[src/rtl/sertx_pkg.sv]
package sertx_pkg;

    localparam int DATA_W_DEF  = 8;
    localparam int OVS_DEF     = 16;
    localparam int HANDOFF_DEF = 9;

    typedef enum logic [1:0] {
        SH_IDLE,
        SH_PREAMBLE,
        SH_FRAME
    } sh_mode_e;

    typedef struct packed {
        logic nine;
        logic par_en;
        logic par_odd;
    } fmt_t;

    function automatic int frame_bits(input logic nine, input int dw);
        return nine ? dw + 3 : dw + 2;
    endfunction

endpackage

[src/rtl/sertx_holdreg.sv]
module sertx_holdreg #(
    parameter int DATA_W = sertx_pkg::DATA_W_DEF
) (
    input  logic              clk,
    input  logic              rst,
    input  logic              wr,
    input  logic [DATA_W-1:0] wdata,
    input  logic              wbit,
    input  logic              xfer,
    output logic [DATA_W-1:0] data_q,
    output logic              bit_q,
    output logic              empty
);
    always_ff @(posedge clk) begin
        if (rst) begin
            data_q <= '0;
            bit_q  <= 1'b0;
            empty  <= 1'b1;
        end else if (xfer) begin
            empty <= 1'b1;
        end else if (wr && empty) begin
            data_q <= wdata;
            bit_q  <= wbit;
            empty  <= 1'b0;
        end
    end
endmodule

[src/rtl/sertx_framer.sv]
module sertx_framer #(
    parameter int DATA_W = sertx_pkg::DATA_W_DEF,
    localparam int FRAME_W = DATA_W + 3
) (
    input  logic [DATA_W-1:0] data,
    input  logic              ext_bit,
    input  sertx_pkg::fmt_t   fmt,
    output logic [FRAME_W-1:0] frame
);
    logic [DATA_W:0] body;
    logic            par;

    always_comb begin
        // unused ninth slot in 8-bit mode reads as the stop level
        body = {fmt.nine ? ext_bit : 1'b1, data};
        par  = fmt.par_odd;
        for (int i = 0; i < DATA_W; i++) begin
            if (fmt.nine || (i < DATA_W - 1)) par = par ^ data[i];
        end
        if (fmt.par_en) begin
            if (fmt.nine) body[DATA_W] = par;
            else          body[DATA_W-1] = par;
        end
        frame = {1'b1, body, 1'b0};
    end
endmodule

[src/rtl/sertx_shifter.sv]
module sertx_shifter #(
    parameter int DATA_W  = sertx_pkg::DATA_W_DEF,
    parameter int OVS     = sertx_pkg::OVS_DEF,
    parameter int HANDOFF = sertx_pkg::HANDOFF_DEF,
    localparam int FRAME_W = DATA_W + 3
) (
    input  logic               clk,
    input  logic               rst,
    input  logic               tick,
    input  logic               tx_en,
    input  logic               nine,
    input  logic               pend,
    input  logic [FRAME_W-1:0] frame_in,
    output logic               xfer,
    output logic               txd
);
    import sertx_pkg::*;

    localparam int CNT_W = $clog2(FRAME_W + 1);
    localparam int SUB_W = $clog2(OVS);
    localparam logic [CNT_W-1:0] LEN8 = CNT_W'(frame_bits(1'b0, DATA_W));
    localparam logic [CNT_W-1:0] LEN9 = CNT_W'(frame_bits(1'b1, DATA_W));
    localparam logic [CNT_W-1:0] ONE  = CNT_W'(1);
    localparam logic [SUB_W-1:0] SUB_LAST = SUB_W'(OVS - 1);
    localparam logic [SUB_W-1:0] SUB_TAP  = SUB_W'(HANDOFF - 1);

    sh_mode_e           mode;
    logic [FRAME_W-1:0] shreg;
    logic [CNT_W-1:0]   left;
    logic [SUB_W-1:0]   sub;
    logic               tail;
    logic               en_q;
    logic               en_rise;
    logic               bit_end;
    logic               at_tap;
    logic               may_load;
    logic [CNT_W-1:0]   cur_len;

    assign en_rise = tx_en && !en_q;
    assign cur_len = nine ? LEN9 : LEN8;

    always_comb begin
        bit_end  = tick && (sub == SUB_LAST);
        at_tap   = tick && (sub == SUB_TAP);
        may_load = tx_en && pend && !en_rise;
        xfer     = 1'b0;
        if (may_load) begin
            if (mode == SH_IDLE) begin
                xfer = 1'b1;
            end else if (!tail && left == ONE) begin
                if (mode == SH_PREAMBLE && bit_end) xfer = 1'b1;
                if (mode == SH_FRAME && at_tap)     xfer = 1'b1;
            end
        end
    end

    always_ff @(posedge clk) begin
        if (rst) begin
            en_q <= 1'b0;
        end else begin
            en_q <= tx_en;
        end
    end

    always_ff @(posedge clk) begin
        if (rst) begin
            mode  <= SH_IDLE;
            shreg <= '1;
            left  <= '0;
            sub   <= '0;
            tail  <= 1'b0;
        end else if (en_rise) begin
            mode  <= SH_PREAMBLE;
            shreg <= '1;
            left  <= cur_len;
            sub   <= '0;
            tail  <= 1'b0;
        end else if (mode == SH_IDLE) begin
            if (xfer) begin
                mode  <= SH_FRAME;
                shreg <= frame_in;
                left  <= cur_len;
                sub   <= '0;
            end
        end else if (tick) begin
            sub <= bit_end ? '0 : sub + 1'b1;
            if (xfer) begin
                // mid-stop handoff keeps the stop level until the bit ends
                tail  <= (mode == SH_FRAME);
                mode  <= SH_FRAME;
                shreg <= frame_in;
                left  <= cur_len;
            end else if (tail) begin
                if (bit_end) tail <= 1'b0;
            end else if (bit_end) begin
                shreg <= {1'b1, shreg[FRAME_W-1:1]};
                left  <= left - 1'b1;
                if (left == ONE) mode <= SH_IDLE;
            end
        end
    end

    assign txd = (mode == SH_IDLE || tail) ? 1'b1 : shreg[0];
endmodule

[src/rtl/sertx_core.sv]
module sertx_core #(
    parameter int DATA_W  = sertx_pkg::DATA_W_DEF,
    parameter int OVS     = sertx_pkg::OVS_DEF,
    parameter int HANDOFF = sertx_pkg::HANDOFF_DEF
) (
    input  logic              clk,
    input  logic              rst,
    input  logic              tick16,
    input  logic              tx_en,
    input  logic              nine_bit,
    input  logic              par_en,
    input  logic              par_odd,
    input  logic              irq_en,
    input  logic              wr_stb,
    input  logic [DATA_W-1:0] wr_data,
    input  logic              wr_bit8,
    output logic              txd,
    output logic              hold_empty,
    output logic              tx_irq
);
    import sertx_pkg::*;

    localparam int FRAME_W = DATA_W + 3;

    fmt_t               fmt;
    logic [DATA_W-1:0]  h_data;
    logic               h_bit;
    logic               xfer;
    logic [FRAME_W-1:0] frame;

    assign fmt = '{nine: nine_bit, par_en: par_en, par_odd: par_odd};

    sertx_holdreg #(.DATA_W(DATA_W)) u_hold (
        .clk    (clk),
        .rst    (rst),
        .wr     (wr_stb),
        .wdata  (wr_data),
        .wbit   (wr_bit8),
        .xfer   (xfer),
        .data_q (h_data),
        .bit_q  (h_bit),
        .empty  (hold_empty)
    );

    sertx_framer #(.DATA_W(DATA_W)) u_frm (
        .data    (h_data),
        .ext_bit (h_bit),
        .fmt     (fmt),
        .frame   (frame)
    );

    sertx_shifter #(.DATA_W(DATA_W), .OVS(OVS), .HANDOFF(HANDOFF)) u_sh (
        .clk      (clk),
        .rst      (rst),
        .tick     (tick16),
        .tx_en    (tx_en),
        .nine     (nine_bit),
        .pend     (!hold_empty),
        .frame_in (frame),
        .xfer     (xfer),
        .txd      (txd)
    );

    assign tx_irq = irq_en && hold_empty;
endmodule

[config.mk]
export PLATFORM = sky130hd
export DESIGN_NAME = sertx_core
export DESIGN_NICKNAME = d
export VERILOG_FILES = /design/src/rtl/sertx_pkg.sv /design/src/rtl/sertx_holdreg.sv /design/src/rtl/sertx_framer.sv /design/src/rtl/sertx_shifter.sv /design/src/rtl/sertx_core.sv
export SDC_FILE = /design/constraint.sdc
export NUM_CORES = 1
export LEC_CHECK = 0
export BUFFER_PORTS_ARGS = -buffer_cell sky130_fd_sc_hd__buf_2
export CORE_MARGIN = 1.5
export CORE_UTILIZATION = 62
export CTS_CLUSTER_DIAMETER = 200
export DETAILED_ROUTE_END_ITERATION = 7
export PLACE_DENSITY = 0.94
export SYNTH_ARGS = -nofsm -noshare
export SYNTH_HDL_FRONTEND = slang
export SYNTH_HIERARCHICAL = 1
export SYNTH_SLANG_ARGS = --single-unit
[constraint.sdc]
create_clock -name clk -period 3.97 [get_ports clk]
set_input_delay 0.5955 -clock clk [delete_from_list [all_inputs] [get_ports clk]]
set_output_delay 0.5955 -clock clk [all_outputs]
set_load 0.03 [all_outputs]
* Yosys cells after proc, flatten, opt, wreduce, memory -nomap -nowiden
Index checks and enable logic that the tools add are counted.
** Word-level totals
- Bits of input ports :: 18
- Word-level logic and storage cells :: 102
- Output and inout port bits :: 3
- Bits in registers :: 33
** Cells by class
- Mux-type cells :: 40
- Bitwise gates (word level) :: 10
- Add/subtract/negate cells :: 2
- Reduce and logical (&&, ||, !) cells :: 31
- Eq/ne operators :: 9
** Operators by type and width (count)
- 11-bit 2-to-1 mux :: 6
- 4-bit 2-to-1 mux :: 11
- 2-bit 2-to-1 mux :: 8
- 1-bit 2-to-1 mux :: 15
- 1-bit logical AND :: 10
- 5-bit AND reduction :: 2
- 3-bit nonzero test :: 3
- 4-bit equality test, second input constant :: 2
- 4-bit AND reduction :: 2
- 1-bit XOR :: 8
- 2-bit AND reduction :: 3
- 2-bit nonzero test :: 3
- 4-bit by 1-bit adder with 4-bit output, second input constant :: 1
- 4-bit by 1-bit equality test with 1-bit output, second input constant :: 1
- 1-bit logical NOT :: 4
- 2-bit != test, second input constant :: 2
- 2-bit OR reduction :: 2
- 4-bit by 1-bit subtractor with 4-bit output, second input constant :: 1
- 3-bit by 2-bit != test with 1-bit output, second input constant :: 1
- 3-bit != test, second input constant :: 1
- 2-bit by 1-bit equality test with 1-bit output, second input constant :: 1
- 2-bit equality test, second input constant :: 1
- 2-bit logical NOT :: 1
- 1-bit inverter :: 2
- 1-bit logical OR :: 1

* Depth between registers and ports, before layout
Gate-level depths: netlist (run 1).
- Depth in word-level cells :: 14
- Gate-level depth with buffers :: 9
- Gate-level depth less buffers :: 8

* Cells and area by module
The synthesis (run 1) kept the hierarchy.
** By module, submodules not included
- sertx_shifter :: area an instance 1285.0 µm², cells an instance 150, instances 1, seq. area each 460.4 µm²
- sertx_holdreg :: area an instance 451.7 µm², cells an instance 44, instances 1, seq. area each 200.2 µm²
- sertx_framer :: area an instance 195.2 µm², cells an instance 24, instances 1, seq. area each 0.0 µm²
- sertx_core :: area an instance 10.0 µm², cells an instance 2, instances 1, seq. area each 0.0 µm²

* Worst setup path after synthesis (run 1)
OpenSTA, ideal clock, no wires.
- Kind :: reg-to-reg
- Start :: register u_sh.left[1]
- End :: register u_sh.left[0]
- Library setup time :: 0.123 ns
- Stages on the path, launching flop included :: 9
- Clock period less this slack :: 2.317 ns
- Path buffers :: 1
- Required time :: 3.847 ns
- Arrival :: 2.195 ns
- Setup slack :: 1.653 ns
- Path through :: dfxtp_1 > inv_1 > ha_1 > or4b_4 > or4b_1 > buf_2 > a41oi_1 > a2111oi_2 > a311o_2
** Between the ends
- Longest elaborated chain between the ends :: 9
- Elaborated cells between the ends (all ways) :: 13
- Classes of those cells :: eq/ne: 3; mux: 7; reduce/logical: 3
** RTL lines
- start: declaration :: RTL line sertx_shifter.sv:29 : logic [CNT_W-1:0] left;
- start signal: assignment :: RTL line sertx_shifter.sv:75 : left <= cur_len;
- start signal: assignment :: RTL line sertx_shifter.sv:82 : left <= cur_len;
- start signal: assignment :: RTL line sertx_shifter.sv:92 : left <= cur_len;
- 4-bit by 1-bit equality test with 1-bit output (*) :: RTL line sertx_shifter.sv:50 : end else if (!tail && left == ONE) begin
- 1-bit logical AND (*) :: RTL line sertx_shifter.sv:50
- 1-bit 2-to-1 mux (*) :: RTL line sertx_shifter.sv:50
- 1-bit 2-to-1 mux (*) :: RTL line sertx_shifter.sv:48 : if (mode == SH_IDLE) begin
- 1-bit 2-to-1 mux (*) :: RTL line sertx_shifter.sv:47 : if (may_load) begin
- 4-bit 2-to-1 mux :: RTL line sertx_shifter.sv:87 : if (xfer) begin
- 4-bit 2-to-1 mux :: RTL line sertx_shifter.sv:85 : end else if (tick) begin
- 4-bit 2-to-1 mux :: RTL line sertx_shifter.sv:78 : end else if (mode == SH_IDLE) begin
- 4-bit 2-to-1 mux :: RTL line sertx_shifter.sv:72 : end else if (en_rise) begin
Mark *: on every way between the ends. The rest lies on a longest branch, timed or not. The select of a mux whose other input is x is not followed.
A chain may end at the register's enable or synchronous reset.

* Worst setup path in the final report (run 1)
- Start :: register u_sh.left[1]
- End :: register u_sh.left[3]
** Between the ends
- Longest elaborated chain between the ends :: 9
- Elaborated cells between the ends (all ways) :: 16
- Classes of those cells :: add/sub: 1; eq/ne: 3; mux: 9; reduce/logical: 3
** RTL lines
- branches (longest 9 deep; another with 4-bit by 1-bit subtractor with 4-bit output)
Several ways; the timed one is not identified. The select of a mux whose other input is x is not followed.

==> out/summary.log, run 1 <==
[run_status] outcome finished, final reports clean
[synth] proportion of synthesized chip area in sequential cells 0.340
[critical_path] Critical Path End Type flop
[cells_and_area] number of antenna repair diodes 0
[timing] count of endpoints failing hold in the final timing report 0
[routing] average detailed-routed wire length per instance 14.7 um
[synth] post-synthesis async set-or-reset flop share 0
[floorplan] Initial Utilization 0.647
[placed_design] placed wire-length estimate 2790 um
[synth] mux contribution to synthesized area 0.104
[timing] pin slew with the least headroom to its limit 0.615 ns
[cells_and_area] Area growth, synth to finish 6.06%
[synth] count of different cell masters after synthesis 51
[synth] number of synthesized register bits 33
[cells_and_area] number of fill cells in the layout 242
[power_and_ir_drop] PD cells 386 nW/um2
[floorplan] die span in x 59.0 um
[critical_path] endpoint of the most critical setup path u_sh/left[3]$_SDFFE_PP0P_
[synth] adder-cell area share of the yosys netlist 0.0258
[critical_path] critical path arrival 2.88 ns
[clock_network] Clk Latency, worst-skew pair 0.34 ns
[clock_network] Sinks on Clock Net 33
[timing] Total Negative Setup Slacks 0 ns
[timing] maximum operating frequency 0.378 GHz
[critical_path] capture point of the worst reg-to-reg path u_sh/left[3]$_SDFFE_PP0P_
[placed_design] count of buffers from port buffering 20
[flow_run] number of violations of the max-capacitance limit 0
[placed_design] worst setup timing slack at the placement stage 1.36 ns
[synth] yosys synthesis warning count 6
[synth] Simple-Gate Fraction of Synth Area 0.246
[timing] fin. max-slew vios 0
[synth] gate count after technology mapping 220
[cells_and_area] NumNets Final 251
[synth] post-synthesis instance area 1940 um2
[clock_network] CTS Root Buffer Type sky130_fd_sc_hd__clkbuf_4
[clock_network] cts bufs inserted 5
[timing] final setup skew 0.00639 ns
[synth] number of enable-type register cells in the synthesized netlist 0
[power_and_ir_drop] leakage power figure 0.859 nW
[timing] final worst slack 1.33 ns
[grt] number of antenna violations at the first check in global routing 0
[placed_design] Final GP Congestion 0.958
[grt] wire length of the first global-routing pass 6360 um
[routing] Starting DRT DRC Count 90
[routing] Vias 1579
[hold_path] class of the most critical hold timing path input port to flop
[routing] average via count per standard cell 6.00
[floorplan] die outline area 3480 um2
[power_and_ir_drop] Peak VDD IR 335 uV
[critical_path] worst reg2reg path startpoint u_sh/left[1]$_SDFFE_PP0P_
[clock_network] htree depth 2
[grt] vias in the first global route 1396
[critical_path] Worst Path Max Fanout 17
[floorplan] DIE HEIGHT 59.0 um
[synth] mean post-synth cell area 8.83 um2
[synth] most used flip-flop cell after synthesis sky130_fd_sc_hd__dfxtp_1
[clock_network] largest buffer count on any clock path 2
[timing] number of failing setup endpoints in the final timing report 0
[critical_path] kind of critical path flop to flop
[floorplan] Site Rows 20
[timing] relative slew slack 0.590
[clock_network] CTS tree yes
[grt] pin count of the biggest net entering global routing 28
[critical_path] cell-by-cell listing of the critical path inv_1, ha_1, or4b_4, or4b_1, nand3_2, nor4_1, a2111oi_1
[critical_path] crit path launch u_sh/left[1]$_SDFFE_PP0P_
[clock_network] Setup Fix Bufs, Post-CTS 0
[routing] final antenna-violating net count 0
[timing] Final Cycle Share 0.666
[critical_path] worst reg2reg setup slack 1.33 ns
[clock_network] post-cts sizing count 0
[critical_path] Startpoint Class flop
[timing] RSZ-0062 raised after global routing false
[critical_path] maximum cell stage delay along the critical path 0.64 ns
[critical_path] cell depth of the worst flop-to-flop path 7
[clock_network] clock transition at the registers of the reported paths 0.10 ns
[routing] Total Routed Length 3850 um
[timing] post-layout minimum cycle time 2.64 ns
[grt] GR Util All Layers 0.244
[routing] drt drc 0
[grt] overflow left after global routing 0
[synth] Mapped Nets 242
[critical_path] standard cell with the maximum stage delay on the critical path sky130_fd_sc_hd__or4b_1
[routing] number of iterations in the first detailed-routing pass 5
[floorplan] boundary pin count 21
[floorplan] placeable core area 3000 um2
[cells_and_area] share of cells above drive strength 1 0.165
[synth] post-synthesis compound-gate area fraction 0.154
[synth] dominant combinational cell family by area after synthesis simple AND/OR/NAND/NOR gates
[clock_network] Hold Buf Count CTS 0
[synth] fraction of synthesized cell area in xor and xnor cells 0.0438
[critical_path] Critical Path RT 4.21 ns
critical path: cells and delay by family, from the launching register on:
family,cells,cell delay (ns)
buffers and inverters,1,0.09
AND/OR/NAND/NOR,4,1.63
AO/OA/AOI/OAI,1,0.36
flip-flops,1,0.33
adder cells (fa/ha/maj),1,0.14
routing by layer:
metal,global-route usage,part of all wire,up-vias
li1,-,-,783
met1,0.339,0.44,726
met2,0.359,0.47,62
met3,0.0703,0.071,8
met4,0.0909,0.019,0
met5,0,0,-
cells in the mapped netlist, drive strengths merged (3+ instances only):
library cell | n | area, um2
ha | 4 | 50.1
dfxtp | 33 | 661
nor2 | 25 | 93.8
nand2b | 20 | 125
buf | 14 | 111
a21oi | 5 | 25.0
inv | 9 | 33.8
nand2 | 7 | 26.3
xnor2 | 6 | 52.6
nand3 | 6 | 35.0
o21a | 3 | 22.5
clkbuf | 4 | 15.0
mux2i | 19 | 190
a22oi | 11 | 82.6
and2 | 3 | 18.8
o21ai | 11 | 55.1
and3 | 3 | 23.8
nor4 | 3 | 18.8
how the worst min path moves through the flow:
stage,slack (ns),start,depth (start not counted),to
floorplan,0.45,u_hold/bit_q$_SDFFE_PP0P_,2,u_hold/bit_q$_SDFFE_PP0P_
global placement,0.46,u_hold/bit_q$_SDFFE_PP0P_,2,u_hold/bit_q$_SDFFE_PP0P_
global route,0.47,wr_stb,2,u_hold/empty$_SDFFE_PP1P_
CTS,0.44,wr_stb,2,u_hold/empty$_SDFFE_PP1P_
detailed placement,0.47,u_hold/bit_q$_SDFFE_PP0P_,2,u_hold/bit_q$_SDFFE_PP0P_
finish,0.44,wr_stb,2,u_hold/empty$_SDFFE_PP1P_
metrics by stage:
stage / area, um2 / instances / power, mW / util / hold WS [ns]
after CTS: 2060 / 263 / 0.800 / 0.686 / 0.441
after global routing: 2060 / 263 / 0.831 / 0.686 / 0.470
after global placement: 1960 / 255 / 0.485 / 0.652 / 0.462
final: 2060 / 263 / 0.795 / 0.686 / 0.444
after floorplan: 1940 / 220 / 0.470 / - / 0.448
after detailed placement: 1960 / 255 / 0.490 / 0.652 / 0.471
cell families (layout without fill, tap and decap cells):
group	Yosys count	in the layout
XOR/XNOR	8	8
other	2	2
AND/OR/NAND/NOR	84	84
AO/OA/AOI/OAI	42	42
multiplexers	20	20
adder cells (fa/ha/maj)	4	4
flip-flops	33	33
buffers and inverters	27	37
power by group:
| group | switching, mW | internal, mW | total (mW) | leakage [nW] |
|---|---|---|---|---|
| sequential | 0.0113 | 0.343 | 0.354 | 0.269 |
| clock | 0.115 | 0.195 | 0.310 | 0.0552 |
| combinational | 0.0691 | 0.0615 | 0.131 | 0.534 |
| total | 0.195 | 0.599 | 0.795 | 0.859 |
cell usage in the layout, fill, tap and decap left out, types with 2 or more instances in the layout:
cell type and count:
sky130_fd_sc_hd__a22oi_1 11, sky130_fd_sc_hd__xnor2_1 6, sky130_fd_sc_hd__and3_1 2, sky130_fd_sc_hd__nor4_1 3
sky130_fd_sc_hd__a21oi_1 5, sky130_fd_sc_hd__nor2b_1 2, sky130_fd_sc_hd__mux2i_1 19, sky130_fd_sc_hd__and2_1 3
sky130_fd_sc_hd__or4_1 2, sky130_fd_sc_hd__a31oi_1 2, sky130_fd_sc_hd__bufinv_16 2, sky130_fd_sc_hd__o21ai_0 11
sky130_fd_sc_hd__nand2_1 7, sky130_fd_sc_hd__inv_1 9, sky130_fd_sc_hd__buf_2 20, sky130_fd_sc_hd__ha_1 4
sky130_fd_sc_hd__dfxtp_1 33, sky130_fd_sc_hd__nand3_1 5, sky130_fd_sc_hd__o21a_1 3, sky130_fd_sc_hd__clkbuf_4 5
sky130_fd_sc_hd__nand2b_1 20, sky130_fd_sc_hd__conb_1 2, sky130_fd_sc_hd__o211a_1 2, sky130_fd_sc_hd__nor2_1 25
area by class of cell:
cell class,count,area (um2),area share
clock inverters,3,65.1,0.0316
well taps,33,41.3,0.0200
multi-input cells,160,1120,0.544
inverters,9,33.8,0.0164
repair buffers,20,100,0.0486
clock buffers,5,37.5,0.0182
flip-flops and latches,33,661,0.321
registers in the layout (all words and copies together), names as in the netlist:
register	count
u_hold/bit_q	1
u_hold/empty	1
u_sh/left	4
u_sh/sub	4
u_sh/tail	1
u_sh/en_q	1
u_sh/shreg	11
u_sh/mode	2
u_hold/data_q	8
No activity file was read; power rests on OpenSTA's default activity.
==> run 2, diff against run 1 <==
- CORE_UTILIZATION: 62 -> 52
- PLACE_DENSITY: 0.94 -> 0.85
- clock period: 3.97 -> 2.3 ns (I/O delays scaled with it)
==> run 2 against run 1 <==
Compared with the run above: largest power group unchanged; sequential power up 74%; total power rose by 74%; the run now ends with negative setup slack left; via count up 9.9%; non-clock buffer count grew 22; worst setup slack worse by 1.4 ns; critical path type unchanged; register-to-register slack worse by 1.4 ns.
==> out/summary.log, run 2 (synthesized netlist as in run 1, its figures left out) <==
[routing] Vias 1736 [+9.9%]
[critical_path] worst reg2reg path startpoint u_sh/left[1]$_SDFFE_PP0P_
[floorplan] die outline area 4110 um2 [+18%]
[grt] vias in the first global route 1704 [+22%]
[floorplan] boundary pin count 21 [unchanged]
[critical_path] Critical Path End Type flop
[grt] GR Util All Layers 0.234 [-0.0103]
[hold_path] hold path depth 2 [unchanged]
[cells_and_area] highest-count cells in the layout ignoring fill and taps sky130_fd_sc_hd__dfxtp_1, sky130_fd_sc_hd__nor2_1, sky130_fd_sc_hd__buf_2, sky130_fd_sc_hd__nand2b_1, sky130_fd_sc_hd__buf_4
[clock_network] clock transition at the registers of the reported paths 0.07 ns [-0.03 ns]
[routing] drt drc 0 [unchanged]
[timing] relative slew slack 0.642 [+0.0522]
[routing] number of iterations in the first detailed-routing pass 4 [-1]
[critical_path] kind of critical path flop to flop
[floorplan] die span in x 64.1 um [+8.7%]
[critical_path] family of cells with the greatest summed delay on the critical path compound AO/OA/AOI/OAI gates
[timing] fin. max-slew vios 0 [unchanged]
[power_and_ir_drop] share of total power in the clock network 0.351 [-0.039]
[routing] average via count per standard cell 5.77 [-3.9%]
[timing] number of failing setup endpoints in the final timing report 2 [+2]
[routing] wire length the detailed router placed on met1 2060 um [+20%]
[routing] uppermost layer routed met4
[placed_design] count of buffers from port buffering 20 [unchanged]
[critical_path] critical path arrival 2.53 ns [-0.35 ns]
[critical_path] standard cell with the maximum stage delay on the critical path sky130_fd_sc_hd__or4b_4
[grt] pin count of the biggest net entering global routing 28 [unchanged]
[routing] Total Routed Length 4790 um [+24%]
[power_and_ir_drop] internal cell power 1.01 mW [+68%]
[timing] post-layout minimum cycle time 2.35 ns [-0.290 ns]
[cells_and_area] NumNets Final 274 [+9.2%]
[clock_network] Clk Latency, worst-skew pair 0.29 ns [-0.05 ns]
[cells_and_area] max reg flops 11 [unchanged]
[cells_and_area] Area growth, synth to finish 22.2%
[critical_path] Startpoint Class flop
[cells_and_area] Final Non-Filler Cells 301 [+14%]
[power_and_ir_drop] leakage power figure 0.994 nW [+16%]
[critical_path] capture point of the worst reg-to-reg path u_sh/left[0]$_SDFFE_PP0P_
[cells_and_area] share of cells above drive strength 1 0.304 [+0.139]
[power_and_ir_drop] Reg power frac 0.444 [-0.002]
[floorplan] placeable core area 3630 um2 [+21%]
[cells_and_area] number of antenna repair diodes 0 [unchanged]
[routing] amount of wire on met2 after detailed routing 2350 um [+31%]
[cells_and_area] fin util 0.653 [-0.0326]
[timing] final setup skew 0.00455 ns [-0.00184 ns]
[placed_design] placed wire-length estimate 3050 um [+9.2%]
[critical_path] cell-by-cell listing of the critical path inv_2, ha_4, or4b_4, buf_6, o21a_1, o211ai_1, nand2_2, a311o_2
[critical_path] Buffers & Inverters on Critical Path 2 [+1]
[grt] wire length of the first global-routing pass 7560 um [+19%]
[run_status] failing checks negative setup slack
[hold_path] WHS Endpoint u_hold/empty$_SDFFE_PP1P_
[clock_network] CTS tree yes
[placed_design] Final GP Congestion 0.945 [-1.3%]
[clock_network] CTS Root Buffer Type sky130_fd_sc_hd__clkbuf_8
[clock_network] Sinks on Clock Net 33 [unchanged]
[critical_path] worst reg2reg setup slack -0.05 ns [-1.38 ns]
[hold_path] startpoint of the lowest-slack hold path wr_stb
[routing] WL met3 229 um [-16%]
[power_and_ir_drop] combinational cell fraction of total power 0.205 [+0.041]
[power_and_ir_drop] switching fraction of total power 0.273 [+0.0269]
[floorplan] Initial Utilization 0.534 [-0.112]
[cells_and_area] largest registers in the final layout u_sh/shreg x11, u_hold/data_q x8
[timing] pin slew with the least headroom to its limit 0.531 ns [-0.0840 ns]
[timing] RSZ-0062 raised after global routing true
[hold_path] class of the most critical hold timing path input port to flop
[clock_network] largest buffer count on any clock path 2 [unchanged]
[cells_and_area] largest reg by FF count u_sh/shreg
[power_and_ir_drop] Peak VDD IR 495 uV [+48%]
[critical_path] Worst Path Max Fanout 4 [-13]
[timing] maximum operating frequency 0.425 GHz [+12%]
[placed_design] worst setup timing slack at the placement stage -0.182 ns [-1.55 ns]
[timing] count of endpoints failing hold in the final timing report 0 [unchanged]
[cells_and_area] most common cell after layout, fill and taps aside sky130_fd_sc_hd__dfxtp_1
[power_and_ir_drop] NetSw 377 uW [+93%]
[grt] number of antenna violations at the first check in global routing 0 [unchanged]
[timing] Total Negative Setup Slacks -0.0801 ns [-0.0801 ns]
[floorplan] DIE HEIGHT 64.1 um [+8.7%]
[timing] worst hold slack 0.306 ns [-0.139 ns]
[grt] overflow left after global routing 0 [unchanged]
[routing] Starting DRT DRC Count 111 [+23%]
[floorplan] Site Rows 22 [+10%]
[timing] final worst slack -0.0538 ns [-1.38 ns]
[critical_path] cell depth of the worst flop-to-flop path 8 [+1]
[placed_design] Placed Cells 288 [+13%]
[critical_path] maximum cell stage delay along the critical path 0.49 ns [-0.15 ns]
[power_and_ir_drop] PD cells 583 nW/um2 [+51%]
[flow_run] number of violations of the max-capacitance limit 0 [unchanged]
[routing] average detailed-routed wire length per instance 15.9 um [+8.5%]
[routing] final antenna-violating net count 0 [unchanged]
[critical_path] Critical Path RT 2.47 ns [-1.74 ns]
[timing] Final Cycle Share 1.02 [+0.357]
[clock_network] cts bufs inserted 5 [unchanged]
[run_status] outcome finished, violations left
[clock_network] htree depth 2 [unchanged]
## run 2: changes by cell type in the layout (fill, tap and decap cells not counted), moves of 3 or more
cell                       delta
sky130_fd_sc_hd__buf_4       +18
sky130_fd_sc_hd__buf_6        +3
sky130_fd_sc_hd__clkbuf_4     -5
sky130_fd_sc_hd__clkbuf_8     +7
## run 2: area by class of cell
class / instances / area, um2
Timing Repair Buffer: 42 / 289
Sequential cell: 33 / 663
Clock inverter: 1 / 5.00
Multi-Input combinational cell: 161 / 1230
Fill cell: 280 / 1260
Tap cell: 48 / 60.1
Inverter: 9 / 33.8
Clock buffer: 7 / 96.3
## run 2: timing repair
action                                  CTS  global route
cloned                                    1             0
resized for setup                         8            18
pin swaps                                 6             9
endpoints found under the setup margin   22            23
hold buffers                              0             0
buffers inserted                          2             2
## run 2: through the flow
stage                     instance area (um2)  power, mW
after CTS                                2290       1.36
after floorplan                          1970      0.813
after global routing                     2370       1.44
after global placement                   2140      0.860
final                                    2370       1.38
after detailed placement                 2140      0.869
## run 2: worst max path at each step
| stage | to | startpoint | slack, ns | depth (start not counted) |
|---|---|---|---|---|
| after CTS | u_sh/left[3]$_SDFFE_PP0P_ | u_sh/left[1]$_SDFFE_PP0P_ | 0.008 | 7 |
| after global routing | u_sh/left[0]$_SDFFE_PP0P_ | u_sh/left[1]$_SDFFE_PP0P_ | -0.11 | 8 |
| after floorplan | u_sh/left[0]$_SDFFE_PP0P_ | u_sh/left[1]$_SDFFE_PP0P_ | -0.002 | 8 |
| final | u_sh/left[0]$_SDFFE_PP0P_ | u_sh/left[1]$_SDFFE_PP0P_ | -0.05 | 8 |
| after global placement | u_hold/data_q[0]$_SDFFE_PP0P_ | u_sh/left[1]$_SDFFE_PP0P_ | -0.08 | 8 |
| after detailed placement | u_hold/data_q[3]$_SDFFE_PP0P_ | u_sh/left[1]$_SDFFE_PP0P_ | -0.18 | 8 |
## run 2: metal layers
metal / up-vias / track usage
met5: - / 0
met1: 828 / 0.283
met2: 62 / 0.400
met3: 17 / 0.0599
li1: 829 / -
met4: 0 / 0.0824
## run 2: power groups by stage
stage          sequential, mW  combinational [mW]  clock, mW
6_report                0.615               0.283      0.485
5_1_grt                 0.617               0.304      0.516
3_3_place_gp            0.623               0.238          0
4_1_cts                 0.611               0.258      0.491
2_1_floorplan           0.622               0.191          0
3_5_place_dp            0.624               0.245          0
==> run 3, diff against run 2 <==
- PLACE_DENSITY: 0.85 -> 0.75
==> run 3 against run 2 <==
Compared with the run above: the flow still finishes with violations (negative setup slack); clock skew fell by 0.0016 ns; cell area rose by 0.74%; highest routed layer unchanged; global-route usage fell by 1.1 points.
==> out/summary.log, run 3 (synthesized netlist as in run 1, its figures left out) <==
[routing] average detailed-routed wire length per instance 14.3 um [-10%]
[routing] Vias 1642 [-5.4%]
[critical_path] Buffers & Inverters on Critical Path 2 [unchanged]
[critical_path] critical path arrival 2.53 ns [about the same]
[timing] pin slew with the least headroom to its limit 0.486 ns [-0.0446 ns]
[power_and_ir_drop] Peak VDD IR 463 uV [-6.5%]
[routing] final antenna-violating net count 0 [unchanged]
[timing] maximum operating frequency 0.432 GHz [+1.8%]
[critical_path] maximum cell stage delay along the critical path 0.51 ns [+0.02 ns]
[cells_and_area] share of cells above drive strength 1 0.299 [-0.00514]
[floorplan] boundary pin count 21 [unchanged]
[power_and_ir_drop] combinational cell fraction of total power 0.194 [-0.011]
[cells_and_area] max reg flops 11 [unchanged]
[timing] fin. max-slew vios 0 [unchanged]
[timing] final worst slack -0.0126 ns [+0.0412 ns]
[placed_design] Placed Cells 291 [+1.0%]
[cells_and_area] largest registers in the final layout u_sh/shreg x11, u_hold/data_q x8
[power_and_ir_drop] PD cells 592 nW/um2 [+1.7%]
[routing] Starting DRT DRC Count 66 [-41%]
[clock_network] largest buffer count on any clock path 2 [unchanged]
[placed_design] count of buffers from port buffering 20 [unchanged]
[floorplan] die outline area 4110 um2 [unchanged]
[critical_path] Worst Path Max Fanout 4 [unchanged]
[timing] post-layout minimum cycle time 2.31 ns [-0.0412 ns]
[cells_and_area] Final Non-Filler Cells 302 [+0.33%]
[cells_and_area] NumNets Final 276 [+0.73%]
[clock_network] CTS tree yes
[floorplan] DIE HEIGHT 64.1 um [unchanged]
[routing] number of iterations in the first detailed-routing pass 4 [unchanged]
[critical_path] Critical Path End Type flop
[floorplan] Initial Utilization 0.534 [unchanged]
[routing] average via count per standard cell 5.44 [-5.7%]
[cells_and_area] highest-count cells in the layout ignoring fill and taps sky130_fd_sc_hd__dfxtp_1, sky130_fd_sc_hd__nor2_1, sky130_fd_sc_hd__buf_4
[clock_network] CTS Root Buffer Type sky130_fd_sc_hd__clkbuf_8
[timing] RSZ-0062 raised after global routing true
[floorplan] Site Rows 22 [unchanged]
[power_and_ir_drop] internal cell power 1.05 mW [+4.0%]
[cells_and_area] final non-filler cell area 2390 um2 [+0.74%]
[grt] pin count of the biggest net entering global routing 28 [unchanged]
[grt] GR Util All Layers 0.223 [-0.0110]
[power_and_ir_drop] share of total power in the clock network 0.373 [+0.022]
[grt] number of antenna violations at the first check in global routing 0 [unchanged]
[hold_path] class of the most critical hold timing path input port to flop
[cells_and_area] largest reg by FF count u_sh/shreg
[grt] vias in the first global route 1595 [-6.4%]
[placed_design] Final GP Congestion 0.876 [-7.4%]
[cells_and_area] number of antenna repair diodes 0 [unchanged]
[critical_path] Startpoint Class flop
[cells_and_area] most common cell after layout, fill and taps aside sky130_fd_sc_hd__dfxtp_1
[clock_network] Clk Latency, worst-skew pair 0.29 ns [about the same]
[grt] overflow left after global routing 0 [unchanged]
[run_status] failing checks negative setup slack
[timing] relative slew slack 0.672 [+0.0300]
[grt] wire length of the first global-routing pass 7070 um [-6.5%]
[routing] drt drc 0 [unchanged]
[timing] Final Cycle Share 1.01 [-0.0179]
[placed_design] instance area at placement 2160 um2 [+1.1%]
[clock_network] cts bufs inserted 5 [unchanged]
[clock_network] htree depth 2 [unchanged]
[placed_design] placed wire-length estimate 2980 um [-2.3%]
[routing] Total Routed Length 4320 um [-9.8%]
[timing] count of endpoints failing hold in the final timing report 0 [unchanged]
[power_and_ir_drop] leakage power figure 1.01 nW [+1.4%]
[run_status] outcome finished, violations left
[flow_run] number of violations of the max-capacitance limit 0 [unchanged]
[timing] number of failing setup endpoints in the final timing report 1 [-1]
[cells_and_area] total area of sequential cells 662 um2 [-0.19%]
[critical_path] family of cells with the greatest summed delay on the critical path simple AND/OR/NAND/NOR gates
[floorplan] die span in x 64.1 um [unchanged]
[clock_network] Sinks on Clock Net 33 [unchanged]
[critical_path] standard cell with the maximum stage delay on the critical path sky130_fd_sc_hd__or4_1
[cells_and_area] area taken by multi-input logic gates 1230 um2 [+0.41%]
[floorplan] placeable core area 3630 um2 [unchanged]
[critical_path] Critical Path RT 2.52 ns [+0.05 ns]
[timing] final setup skew 0.00292 ns [-0.00162 ns]
[power_and_ir_drop] Reg power frac 0.433 [-0.011]
[critical_path] cell-by-cell listing of the critical path inv_2, ha_1, or4b_4, or3b_4, buf_6, o211a_1, or4_1, o21ai_1
[clock_network] clock transition at the registers of the reported paths 0.07 ns [about the same]
[cells_and_area] Area growth, synth to finish 23.1%
[power_and_ir_drop] NetSw 371 uW [-1.8%]
[power_and_ir_drop] switching fraction of total power 0.262 [-0.0112]
[critical_path] kind of critical path flop to flop
[cells_and_area] number of fill cells in the layout 310 [+11%]
## run 3: layout make-up
cell class                      count  area share
Multi-Input combinational cell    161       0.515
Sequential cell                    33       0.277
Timing Repair Buffer               44       0.126
Clock buffer                        5      0.0288
Tap cell                           48      0.0251
Clock inverter                      2      0.0147
Inverter                            9      0.0141
## run 3: stage by stage
step	util	TNS, ns	hold WS, ns	total power [mW]	worst slack (ns)
2_1_floorplan	-	-0.00158	0.414	0.813	-0.00158
3_3_place_gp	0.595	-0.559	0.460	0.866	-0.0601
3_5_place_dp	0.595	-1.08	0.473	0.871	-0.128
4_1_cts	0.637	0	0.265	1.41	0.0122
5_1_grt	0.658	-0.804	0.302	1.48	-0.0914
6_report	0.658	-0.0126	0.271	1.42	-0.0126
## run 3: timing repair
action	in CTS	in global routing
cloned	1	0
pin swaps	4	4
hold buffers	0	0
setup buffers	2	1
setup endpoints to repair	20	23
gates resized for setup	8	16
endpoints found under the hold margin	0	0
## run 3: metal layers
metal  up-vias  track usage  part of all wire
li1        834            -                 -
met1       775        0.278              0.46
met2        28        0.359              0.49
met3         5       0.0493             0.034
met4         0        0.114             0.013
met5         -            0                 0
## run 3: final timing paths
| kind | depth (start not counted) | slack [ns] | startpoint | to |
|---|---|---|---|---|
| setup / recovery | 8 | -0.01 | u_sh/left[1]$_SDFFE_PP0P_ | u_sh/left[2]$_SDFFE_PP0P_ |
| hold / removal | 2 | 0.27 | wr_stb | u_hold/empty$_SDFFE_PP1P_ |
| setup reg to reg | 8 | -0.01 | u_sh/left[1]$_SDFFE_PP0P_ | u_sh/left[2]$_SDFFE_PP0P_ |
| hold reg to reg | 2 | 0.48 | u_hold/bit_q$_SDFFE_PP0P_ | u_hold/bit_q$_SDFFE_PP0P_ |
## run 3: power by group through the flow
stage / sequential (mW) / clock (mW) / combinational (mW)
detailed placement: 0.624 / 0 / 0.247
finish: 0.613 / 0.528 / 0.275
floorplan: 0.622 / 0 / 0.191
global route: 0.615 / 0.566 / 0.297
CTS: 0.612 / 0.539 / 0.257
global placement: 0.624 / 0 / 0.242
